File: config.mk
export PLATFORM = sky130hd
export DESIGN_NAME = rst_funnel
export DESIGN_NICKNAME = d
export VERILOG_FILES = /design/src/rtl/rstc_pkg.sv /design/src/rtl/rstc_sync.sv /design/src/rtl/rstc_wdt.sv /design/src/rtl/rstc_mcd.sv /design/src/rtl/rst_funnel.sv
export SDC_FILE = /design/constraint.sdc
export NUM_CORES = 1
export LEC_CHECK = 0
export BUFFER_PORTS_ARGS = -buffer_cell sky130_fd_sc_hd__buf_2
export CORE_MARGIN = 8
export CORE_UTILIZATION = 35
export CTS_BUF_LIST = sky130_fd_sc_hd__clkbuf_16
export CTS_CLUSTER_SIZE = 12
export DETAILED_ROUTE_END_ITERATION = 6
export PLACE_DENSITY = 0.58
export SYNTH_ARGS = -nofsm -noshare
export SYNTH_HDL_FRONTEND = slang
export SYNTH_SLANG_ARGS = --single-unit
File: constraint.sdc
create_clock -name clk -period 2.6 [get_ports clk]
set_clock_uncertainty 0.1 [all_clocks]
set_input_delay 0.26 -clock clk [delete_from_list [all_inputs] [get_ports clk]]
set_output_delay 0.26 -clock clk [all_outputs]
set_load 0.1 [all_outputs]
File: src/rtl/rstc_pkg.sv
package rstc_pkg;

    localparam int CTL_W  = 5;
    localparam int NSRC   = 6;

    // control word bit positions
    localparam int B_WDT  = 0;
    localparam int B_MCD  = 1;
    localparam int B_CMP  = 2;
    localparam int B_LOCK = 3;
    localparam int B_SW   = 4;

    // request vector index = priority order (lower index wins)
    localparam int S_SUP  = 0;
    localparam int S_PIN  = 1;
    localparam int S_WDT  = 2;
    localparam int S_MCD  = 3;
    localparam int S_CMP  = 4;
    localparam int S_SW   = 5;

    typedef enum logic [2:0] {
        CAUSE_POR = 3'd0,
        CAUSE_SUP = 3'd1,
        CAUSE_PIN = 3'd2,
        CAUSE_WDT = 3'd3,
        CAUSE_MCD = 3'd4,
        CAUSE_CMP = 3'd5,
        CAUSE_SW  = 3'd6
    } cause_e;

    typedef struct packed {
        logic lock;
        logic cmp_en;
        logic mcd_en;
        logic wdt_en;
    } ctl_t;

    function automatic cause_e pick_cause(input logic [NSRC-1:0] req);
        cause_e c;
        c = CAUSE_POR;
        for (int i = NSRC - 1; i >= 0; i--) begin
            if (req[i]) c = cause_e'(3'(i + 1));
        end
        return c;
    endfunction

endpackage

File: src/rtl/rstc_sync.sv
module rstc_sync #(
    parameter int         W       = 1,
    parameter logic [0:0] RST_VAL = 1'b0
) (
    input  logic         clk,
    input  logic         rst,
    input  logic [W-1:0] d,
    output logic [W-1:0] q
);
    logic [W-1:0] s1;

    always_ff @(posedge clk) begin
        if (rst) begin
            s1 <= {W{RST_VAL}};
            q  <= {W{RST_VAL}};
        end else begin
            s1 <= d;
            q  <= s1;
        end
    end
endmodule

File: src/rtl/rstc_wdt.sv
module rstc_wdt #(
    parameter int LIMIT = 1024
) (
    input  logic clk,
    input  logic clr,
    input  logic en,
    input  logic kick,
    output logic timeout
);
    localparam int CW = $clog2(LIMIT + 1);
    localparam logic [CW-1:0] LAST = CW'(LIMIT - 1);

    logic [CW-1:0] cnt;

    always_ff @(posedge clk) begin
        if (clr || !en || kick) cnt <= '0;
        else                    cnt <= cnt + 1'b1;
    end

    assign timeout = en && (cnt == LAST);
endmodule

File: src/rtl/rstc_mcd.sv
module rstc_mcd #(
    parameter int CW = 8
) (
    input  logic          clk,
    input  logic          clr,
    input  logic          en,
    input  logic          mclk_s,
    input  logic [CW-1:0] limit,
    output logic          timeout
);
    logic          mclk_d;
    logic [CW-1:0] cnt;
    logic          edge_seen;

    assign edge_seen = mclk_s ^ mclk_d;

    always_ff @(posedge clk) begin
        mclk_d <= mclk_s;
        if (clr || !en || edge_seen) cnt <= '0;
        else if (cnt != {CW{1'b1}})  cnt <= cnt + 1'b1;
    end

    assign timeout = en && !edge_seen && (cnt >= limit);
endmodule

File: src/rtl/rst_funnel.sv
module rst_funnel
    import rstc_pkg::*;
#(
    parameter int MIN_PULSE = 16,
    parameter int WDT_LIMIT = 1024,
    parameter int MCD_W     = 8,
    parameter int GUARD     = 3
) (
    input  logic             clk,
    input  logic             por,
    input  logic             mon_en,
    input  logic             supply_low,
    input  logic             cmp_low,
    input  logic             rst_pin_n_in,
    output logic             rst_pin_oe,
    input  logic             mclk_in,
    input  logic [MCD_W-1:0] mcd_limit,
    input  logic             wdt_kick,
    input  logic             ctl_we,
    input  logic [CTL_W-1:0] ctl_wdata,
    output logic [CTL_W-1:0] ctl_q,
    output logic [2:0]       rst_cause,
    output logic             sys_rst
);
    localparam int PW = $clog2(MIN_PULSE + 1);
    localparam logic [PW-1:0] PLOAD = PW'(MIN_PULSE - 1);

    // synchronised asynchronous inputs
    logic sup_s, cmp_s, mclk_s, pin_s;

    rstc_sync #(.W(3), .RST_VAL(1'b0)) u_sync_lo (
        .clk(clk), .rst(por),
        .d({supply_low, cmp_low, mclk_in}),
        .q({sup_s, cmp_s, mclk_s})
    );

    rstc_sync #(.W(1), .RST_VAL(1'b1)) u_sync_pin (
        .clk(clk), .rst(por), .d(rst_pin_n_in), .q(pin_s)
    );

    // state
    ctl_t             ctl;
    logic             sw_pulse;
    logic             active;
    logic [PW-1:0]    cnt;
    logic             int_drv;
    logic [GUARD-1:0] guard;
    cause_e           cause_q;

    logic             wdt_to, mcd_to;
    logic [NSRC-1:0]  req_v;
    logic             req, int_req, nxt_active, busy;

    rstc_wdt #(.LIMIT(WDT_LIMIT)) u_wdt (
        .clk(clk), .clr(active), .en(ctl.wdt_en | ctl.lock),
        .kick(wdt_kick), .timeout(wdt_to)
    );

    rstc_mcd #(.CW(MCD_W)) u_mcd (
        .clk(clk), .clr(active), .en(ctl.mcd_en), .mclk_s(mclk_s),
        .limit(mcd_limit), .timeout(mcd_to)
    );

    always_comb begin
        req_v        = '0;
        req_v[S_SUP] = mon_en & sup_s;
        req_v[S_PIN] = ~pin_s & ~rst_pin_oe & ~(|guard);
        req_v[S_WDT] = wdt_to;
        req_v[S_MCD] = mcd_to;
        req_v[S_CMP] = ctl.cmp_en & cmp_s;
        req_v[S_SW]  = sw_pulse;
        req          = |req_v;
        int_req      = req & ~req_v[S_PIN] | (|(req_v & ~(NSRC'(1) << S_PIN)));
        nxt_active   = req | (active & (cnt != '0));
        busy         = req | active;
    end

    // pulse stretcher, pad drive and cause capture
    always_ff @(posedge clk) begin
        if (por) begin
            active  <= 1'b1;
            cnt     <= PLOAD;
            int_drv <= 1'b1;
            guard   <= {GUARD{1'b1}};
            cause_q <= CAUSE_POR;
        end else begin
            active  <= nxt_active;
            int_drv <= int_req | (int_drv & nxt_active);
            guard   <= {guard[GUARD-2:0], rst_pin_oe};
            if (req) begin
                cnt     <= PLOAD;
                cause_q <= pick_cause(req_v);
            end else if (cnt != '0) begin
                cnt     <= cnt - 1'b1;
            end
        end
    end

    // control word
    always_ff @(posedge clk) begin
        if (por) begin
            ctl      <= '0;
            sw_pulse <= 1'b0;
        end else begin
            sw_pulse <= ctl_we & ~busy & ctl_wdata[B_SW];
            if (busy) begin
                ctl.wdt_en <= 1'b0;
                ctl.mcd_en <= 1'b0;
                ctl.cmp_en <= 1'b0;
            end else if (ctl_we) begin
                ctl.wdt_en <= ctl_wdata[B_WDT];
                ctl.mcd_en <= ctl_wdata[B_MCD];
                ctl.cmp_en <= ctl_wdata[B_CMP];
                ctl.lock   <= ctl.lock | ctl_wdata[B_LOCK];
            end
        end
    end

    assign sys_rst    = active;
    assign rst_pin_oe = active & int_drv;
    assign rst_cause  = cause_q;
    assign ctl_q      = {1'b0, ctl.lock, ctl.cmp_en, ctl.mcd_en, ctl.wdt_en | ctl.lock};

    // ---------------- assertions ----------------
    logic [PW-1:0] chk_len;
    always_ff @(posedge clk) begin
        if (por)                             chk_len <= '0;
        else if (!active)                    chk_len <= '0;
        else if (chk_len != PW'(MIN_PULSE))  chk_len <= chk_len + 1'b1;
    end

    assert_min_pulse_R2: assert property (@(posedge clk) disable iff (por)
        $fell(sys_rst) |-> chk_len == PW'(MIN_PULSE));

    assert_pad_only_in_reset_R3: assert property (@(posedge clk) disable iff (por)
        rst_pin_oe |-> sys_rst);

    assert_supply_resets_R4: assert property (@(posedge clk) disable iff (por)
        (mon_en && sup_s) |=> sys_rst);

    assert_lock_sticky_R6: assert property (@(posedge clk) disable iff (por)
        ctl.lock |=> ctl.lock);

    assert_wdt_timeout_R7: assert property (@(posedge clk) disable iff (por)
        wdt_to |=> (sys_rst && rst_pin_oe));

    assert_mcd_timeout_R8: assert property (@(posedge clk) disable iff (por)
        mcd_to |=> sys_rst);

    assert_sw_strobe_R9: assert property (@(posedge clk) disable iff (por)
        sw_pulse |=> (sys_rst && !sw_pulse));

    assert_cause_legal_R10: assert property (@(posedge clk) disable iff (por)
        rst_cause <= 3'd6);
endmodule

-- After elaboration in Yosys (flattened, before gate mapping)
Index checks and enable logic that the tools add are counted.
W data, S select, Z words.
- input bits: 22
- register bits: 46
- logic and storage cells: 68
- bitwise operators: 22
- $lt $le $gt $ge: 1
- add/sub/neg operators: 3
- mux-type cells: 6
- reduce and logical (&&, ||, !) cells: 17
- equal/unequal tests: 2
- operator list (operator ; number):
    $mux W3 ; 6
    $add A11 B1 Y11 const B ; 1
    $eq A11 B10 Y1 const B ; 1
    $and A1 B1 Y1 ; 10
    $add A8 B1 Y8 const B ; 1
    $ge A8 B8 Y1 ; 1
    $ne A8 B8 Y1 const B ; 1
    $reduce_or A7 Y1 ; 1
    $or A1 B1 Y1 ; 6
    $reduce_or A6 Y1 ; 1
    $not A1 Y1 ; 5
    $reduce_bool A5 Y1 ; 1
    $reduce_or A5 Y1 ; 1
    $sub A5 B1 Y5 const B ; 1
    $logic_or A1 B1 Y1 ; 4
    $logic_and A1 B1 Y1 ; 3
    $logic_not A1 Y1 ; 3
    $reduce_or A3 Y1 ; 1
    $reduce_and A2 Y1 ; 1
    $reduce_or A2 Y1 ; 1
    $xor A1 B1 Y1 ; 1

-- Depth between registers and ports, before layout
Gate-level depths: netlist of run 1.
- depth after elaboration: 9
- mapped depth: 8
- gate-level depth less buffers: 7

-- By module
Synthesis of run 1 repeated with hierarchy kept, for this count alone.
- cells, all modules: 232
- area, all modules: 2139.6 um^2
- by module, submodules not included (module ; area each (um^2) ; times used ; cells each ; sequential area each (um^2)):
    rst_funnel ; 800.8 ; 1 ; 88 ; 360.3
    rstc_mcd ; 625.6 ; 1 ; 74 ; 180.2
    rstc_wdt ; 503.0 ; 1 ; 54 ; 220.2
    rstc_sync (u_sync_lo) ; 157.7 ; 1 ; 12 ; 120.1
    rstc_sync (u_sync_pin) ; 52.6 ; 1 ; 4 ; 40.0

-- Worst setup path after synthesis of run 1
OpenSTA, ideal clock, no wires.
- path type: register to output
- start point: register active, in the netlist sys_rst
- end point: output port rst_pin_oe
- data required time: 2.240 ns
- cell stages (with the launch flop): 3
- data arrival time: 1.879 ns
- buffers on the path: 0
- setup slack: 0.361 ns
- cell sequence: dfxtp_1 > nand2_1 > inv_1
- cells in the longest elaborated chain, start to end: 1
- ends and longest elaborated chain (what ; line ; source):
    start, declared ; rst_funnel.sv:44 ; logic active;
    start signal, assigned ; rst_funnel.sv:87 ; active <= nxt_active;
    $and A1 B1 Y1 ; rst_funnel.sv:120 ; assign rst_pin_oe = active & int_drv;
    end, declared ; rst_funnel.sv:15 ; output logic rst_pin_oe,
Every way passes these cells.

-- Worst setup path after layout of run 1
- start point: register u_mcd.cnt[0]
- end point: register cnt[4]
- cells in the longest elaborated chain, start to end: 3
- ends and longest elaborated chain (what ; line ; source):
    start, declared ; rstc_mcd.sv:12 ; logic [CW-1:0] cnt;
    start signal, assigned ; rstc_mcd.sv:20 ; else if (cnt != {CW{1'b1}}) cnt <= cnt + 1'b1;
    $ge A8 B8 Y1 ; rstc_mcd.sv:23 ; assign timeout = en && !edge_seen && (cnt >= limit);
    $logic_and A1 B1 Y1 ; rstc_mcd.sv:23 ;
    $reduce_or A7 Y1 (no source line) ; n/a ;
    end signal, assigned ; rst_funnel.sv:94 ; cnt <= cnt - 1'b1;
    end, declared ; rst_funnel.sv:45 ; logic [PW-1:0] cnt;
Every way passes these cells.
A chain may end at the register's enable or synchronous reset.

==> flow_metrics.tcl, run 1 <==
set metrics [dict create \
    grt_util_all_layers 0.0980 \
    drc_errors 0 \
    hold_slack_ns 0.0661 \
    cts_resized 0 \
    clk_pin_slew_worst_paths_ns 0.06 \
    ant_nets 0 \
    cts_setup_buffers 0 \
    wl_per_cell_um 12.1 \
    hold_viol 0 \
    yosys_register_bits 46 \
    first_global_vias 1586 \
    cts-root-buf "clkbuf_16" \
    design.core.area_um2 5890 \
    dieArea_um2 8760 \
    rsz0062_at_grt "false" \
    dpl.hpwl_um 3010 \
    grt_max_degree 16 \
    synth.most_common_cell "dfxtp_1" \
    initial_core_util 0.358 \
    cp_num_buf_inv 1 \
    syn_avg_cell_area_um2 9.29 \
    max_freq_mhz 480 \
    synth_edf_count 0 \
    num_antenna_cells 0 \
    fin_setup_tns_ns 0 \
    slowest_stage "a211oi_4" \
    cts.hold.buffers_added 0 \
    die_h_um 93.6 \
    vias 1554 \
    synth_common_cells "46 x dfxtp_1, 23 x nor2_1, 21 x nand2_1" \
    finalSetupViolCount 0 \
    p_leak_uw 0.00103 \
    nets 289 \
    finalMaxSlewViolations 0 \
    ys_types 49 \
    yosys_warnings 0 \
    cp_top_family "compound AO/OA/AOI/OAI gates" \
    worst-setup-path-type "flop to flop" \
    area_growth_pct 15.3 \
    final.min_clock_period_ns 2.08 \
    fin_crit_sh 0.801 \
    cp-end-kind "flop" \
    cts_buffers 5 \
    irDropWorstVdd_v 0.000435 \
    antenna_found_initial 0 \
    io_buffers 30 \
    syn_inst 227 \
    ys_seq_area_frac 0.437 \
    critPathMaxFanout 7 \
    crit_arrival_ns 2.20 \
    synth-async-reset-ratio 0 \
    crit_start "u_mcd.cnt[0]" \
    multi_input_area_um2 1080 \
    yosys.area.top_type "dfxtp_1" \
    placed_area_um2 2300 \
    drv_cap 0 \
    cts_max_level 2 \
    io-pin-count 32 \
    cp.required_ns 2.71 \
    synth.cell_area_um2 2110 \
    synth_top_area_frac 0.437 \
    cts_buffer_depth 2 \
    gp_routability_congestion 0.757 \
    grt_overflow 0 \
    viasPerCell 4.71 \
    fill_cells 608 \
    design_area_um2 2430 \
    rows 28 \
    drtPass1Iterations 4 \
    synth_nets 260 \
    layout-drive-gt1-share 0.204 \
    synthTopCellsByArea "dfxtp_1 44%, ha_1 6.5%, nor2_1 4.1%" \
    run_status "complete, no violations" \
    grt_pass1_wl_um 6930 \
    min_path_type "input port to flop" \
    die_width_um 93.6 \
    cts_tree "done" \
    first_iter_violations 76 \
    power_density_nw_per_um2 563 \
    synthFlopType "dfxtp_1" \
    drt_wl_total_um 3980 \
    path_cells "inv_1, ha_1, nand2b_4, a2111oi_4, o21ai_2, a211oi_4, and4_1" \
    holdCritStartpoint "rst_pin_n_in" \
    clock_latency_ns 0.27 \
    slowest_delay_ns 0.38 \
    startpoint_type "flop" \
    seq_area_um2 921 \
    clock-sinks 46 \
    reg2reg_from "u_mcd.cnt[0]" \
]
==> worst paths after layout <==
path / end / slack, ns / cells after the start
setup / recovery: cnt[4] / 0.52 / 7
hold / removal: u_sync_pin.s1 / 0.07 / 2
setup reg to reg: cnt[4] / 0.52 / 7
hold reg to reg: u_mcd.mclk_d / 0.26 / 0
==> cell families (layout without fill, tap and decap cells) <==
kind of cell,Yosys count,count (layout),share of synthesized area
AOI/OAI and AO/OA,25,25,0.0902
and+or+nand+nor,103,103,0.274
buffers and inverters,22,50,0.0504
muxes,4,4,0.0190
DFF,46,46,0.437
xor gates and xnor gates,15,15,0.0623
other,1,1,0.00178
adders and majority gates,11,11,0.0653
==> state kept, by name (all words and copies together) (netlist names) <==
register,count
sw_pulse,1
u_sync_pin.s1,1
u_sync_lo.s1,3
sys_rst,1
guard,3
cnt,5
int_drv,1
rst_cause,3
u_mcd.cnt,8
ctl,1
u_wdt.cnt,11
u_sync_lo.q,3
ctl_q,3
u_sync_pin.q,1
u_mcd.mclk_d,1
==> area by class of cell <==
| class | instances | share of cell area |
|---|---|---|
| Multi-Input combinational cell | 159 | 0.445 |
| Sequential cell | 46 | 0.379 |
| Timing Repair Buffer | 31 | 0.0648 |
| Clock buffer | 5 | 0.0515 |
| Tap cell | 75 | 0.0386 |
| Inverter | 13 | 0.0201 |
| Clock inverter | 1 | 0.00154 |
==> cell usage in the layout, fill, tap and decap left out, drive strengths merged <==
master and n:
mux2i 4, or4b 1, a21o 2, o2111ai 1
or2 6, nand3 15, nand4 3, xnor2 8
buf 31, clkinv 1, o21a 1, nor2 23
nand3b 1, nand2 21, o32ai 1, a2111oi 1
o21bai 1, a21oi 9, a31oi 2, o21ai 4
nand4b 1, a211oi 1, nor4b 1, nor4 4
dfxtp 46, nor3 5, nor2b 6, or4 1
nand2b 4, o22ai 1, ha 11, conb 1
and4 1, clkbuf 5, and3 9, inv 13
o211ai 1, xor2 7, and3b 1
==> worst register-to-register path, cell delays in order, from the launching register on <==
cell and delay, ns:
dfxtp_1 0.34, inv_1 0.07, ha_1 0.27, nand2b_4 0.15, a2111oi_4 0.34, o21ai_2 0.15
a211oi_4 0.38, and4_1 0.23
==> power breakdown <==
part | switching, µW | total, µW | internal, µW
clock network | 232 | 574 | 342
logic | 39.9 | 73.8 | 33.8
registers | 5.92 | 722 | 716
total | 278 | 1370 | 1090
==> per-stage QoR <==
stage | power, µW | util | instances | setup WS, ns
after global routing | 1430 | 0.413 | 330 | 0.391
after floorplan | 788 | - | 227 | 0.361
after global placement | 810 | 0.391 | 324 | 0.547
after detailed placement | 812 | 0.391 | 324 | 0.521
final | 1370 | 0.413 | 330 | 0.518
after CTS | 1390 | 0.413 | 330 | 0.509
==> layer usage <==
layer  vias up  track usage  wire length, µm
li1        830            -                -
met5         -            0                0
met4         0       0.0238               24
met1       699        0.121             1930
met2        23        0.162             1820
met3         2       0.0313              205
(Power assumes the default switching activity.)
==> run 2: changes to the inputs <==
clock period = 2.1 ns   (was 2.6 ns; I/O delays follow)
==> run 2 against run 1 <==
Against the previous run: core utilization up 1.2 points; combinational power up 28%; sequential share of layout area fell by 0.98 points; worst hold slack worse by 0.029 ns; count of clock-buffer cells in the layout is the same; setup slack worse by 0.40 ns; wire length fell by 1.5%; sequential power is 24% higher; critical path depth unchanged; register-to-register slack lost 0.40 ns; final cell count rose by 1.5%; sequential cell count is the same.
==> flow_metrics.tcl, run 2 (synthesis gave the netlist of run 1 again) <==
set metrics [dict create \
    design.core.area_um2 5890 \
    die_h_um 93.6 \
    multi_input_area_um2 1090 \
    drtPass1Iterations 5 \
    regMostFlops "u_wdt.cnt" \
    grt_util_all_layers 0.0967 \
    fin_crit_sh 0.943 \
    seq_area_um2 923 \
    finalSetupViolCount 0 \
    layout_common_cells "44 x dfxtp_1, 30 x buf_2, 23 x nor2_1" \
    gp_routability_congestion 0.754 \
    dieArea_um2 8760 \
    p_seq_frac 0.486 \
    irDropWorstVdd_v 0.000387 \
    grt_overflow 0 \
    cp-end-kind "flop" \
    cts_tree "done" \
    hold_viol 0 \
    ant_nets 0 \
    cp.required_ns 2.22 \
    rsz0062_at_grt "false" \
    largest_reg_flops 11 \
    grt_max_degree 16 \
    rows 28 \
    min_path_type "input port to flop" \
    place_inst 326 \
    first_global_vias 1528 \
    clock-sinks 46 \
    antenna_found_initial 0 \
    viasPerCell 4.70 \
    crit_arrival_ns 2.10 \
    nets 293 \
    critPathMaxFanout 7 \
    cts-root-buf "clkbuf_16" \
    pwr-share-clk 0.462 \
    switching_share 0.194 \
    die_width_um 93.6 \
    finalMaxSlewViolations 0 \
    reg_top3 "u_wdt.cnt x11, u_mcd.cnt x8, cnt x5" \
    num_antenna_cells 0 \
    area_growth_pct 18.7 \
    switching_power_uw 356 \
    p_leak_uw 0.00107 \
    cts_max_level 2 \
    fill_cells 613 \
    clk_pin_slew_worst_paths_ns 0.06 \
    drt_wl_total_um 3920 \
    clock_latency_ns 0.28 \
    drv_cap 0 \
    io_buffers 30 \
    dpl.hpwl_um 2970 \
    cts_buffer_depth 2 \
    grt_pass1_wl_um 6830 \
    combPwrFrac 0.051 \
    power_density_nw_per_um2 734 \
    startpoint_type "flop" \
    final_cells 335 \
    io-pin-count 32 \
    worst-setup-path-type "flop to flop" \
    run_status "complete, no violations" \
    first_iter_violations 51 \
    max_freq_mhz 505 \
    drc_errors 0 \
    vias 1575 \
    cts_buffers 5 \
    p_int_uw 1480 \
    initial_core_util 0.358 \
    hold_slack_ns 0.0371 \
    layout-drive-gt1-share 0.227 \
    final.min_clock_period_ns 1.98 \
    wl_per_cell_um 11.7 \
    final_common_cell "dfxtp_1" \
]
[run 2: power by group through the flow]
stage          Clock (µW)  Combinational [µW]  Sequential [µW]
5_1_grt               917                 107              894
6_report              849                94.4              893
2_1_floorplan           0                59.9              916
3_5_place_dp            0                93.4              913
3_3_place_gp            0                92.2              913
4_1_cts               877                94.4              893
[run 2: timing repair]
| action | CTS | global route |
|---|---|---|
| gates cloned | 0 | 0 |
| endpoints found under the setup margin | 2 | 11 |
| hold buffers | 0 | 1 |
| resized for setup | 1 | 1 |
| hold endpoints to repair | 0 | 1 |
| setup buffers | 0 | 1 |
| pin swaps | 2 | 4 |
[run 2: final cells by class]
| type | count | share of cell area |
|---|---|---|
| multi-input combinational | 159 | 0.434 |
| timing repair buffer | 35 | 0.0760 |
| clock inverter | 2 | 0.0135 |
| tap | 75 | 0.0375 |
| inverter | 13 | 0.0195 |
| clock buffer | 5 | 0.0500 |
| sequential | 46 | 0.369 |
[run 2: path summary, 6_finish.rpt]
check | start | end | slack [ns] | depth (start not counted)
max | u_mcd.cnt[0] | cnt[4] | 0.12 | 7
min | cmp_low | u_sync_lo.s1[1] | 0.04 | 2
max reg2reg | u_mcd.cnt[0] | cnt[4] | 0.12 | 7
min reg2reg | u_sync_lo.q[0] | u_mcd.mclk_d | 0.26 | 0
[run 2: metrics by stage]
step            util  setup WS, ns  cell area, µm²  power [µW]  setup TNS, ns
3_3_place_gp   0.394        0.0492            2320        1010              0
6_report       0.425         0.119            2500        1840              0
3_5_place_dp   0.394       -0.0161            2320        1010        -0.0167
5_1_grt        0.425       0.00973            2500        1920              0
4_1_cts        0.422        0.0130            2480        1860              0
2_1_floorplan      -         0.157            2110         976              0
[run 2: metal layers]
metal | vias up | routed length, µm | GRT usage
met5 | - | 0 | 0
met4 | 0 | 63 | 0.0396
met3 | 7 | 221 | 0.0304
met2 | 33 | 1730 | 0.149
met1 | 703 | 1910 | 0.122
li1 | 832 | - | -
[run 2: critical path: stages, from the launching register on]
cell	delay [ns]
dfxtp_2	0.32
inv_1	0.06
ha_1	0.27
nand2b_4	0.15
a2111oi_4	0.29
o21ai_2	0.13
a211oi_4	0.39
and4_1	0.23
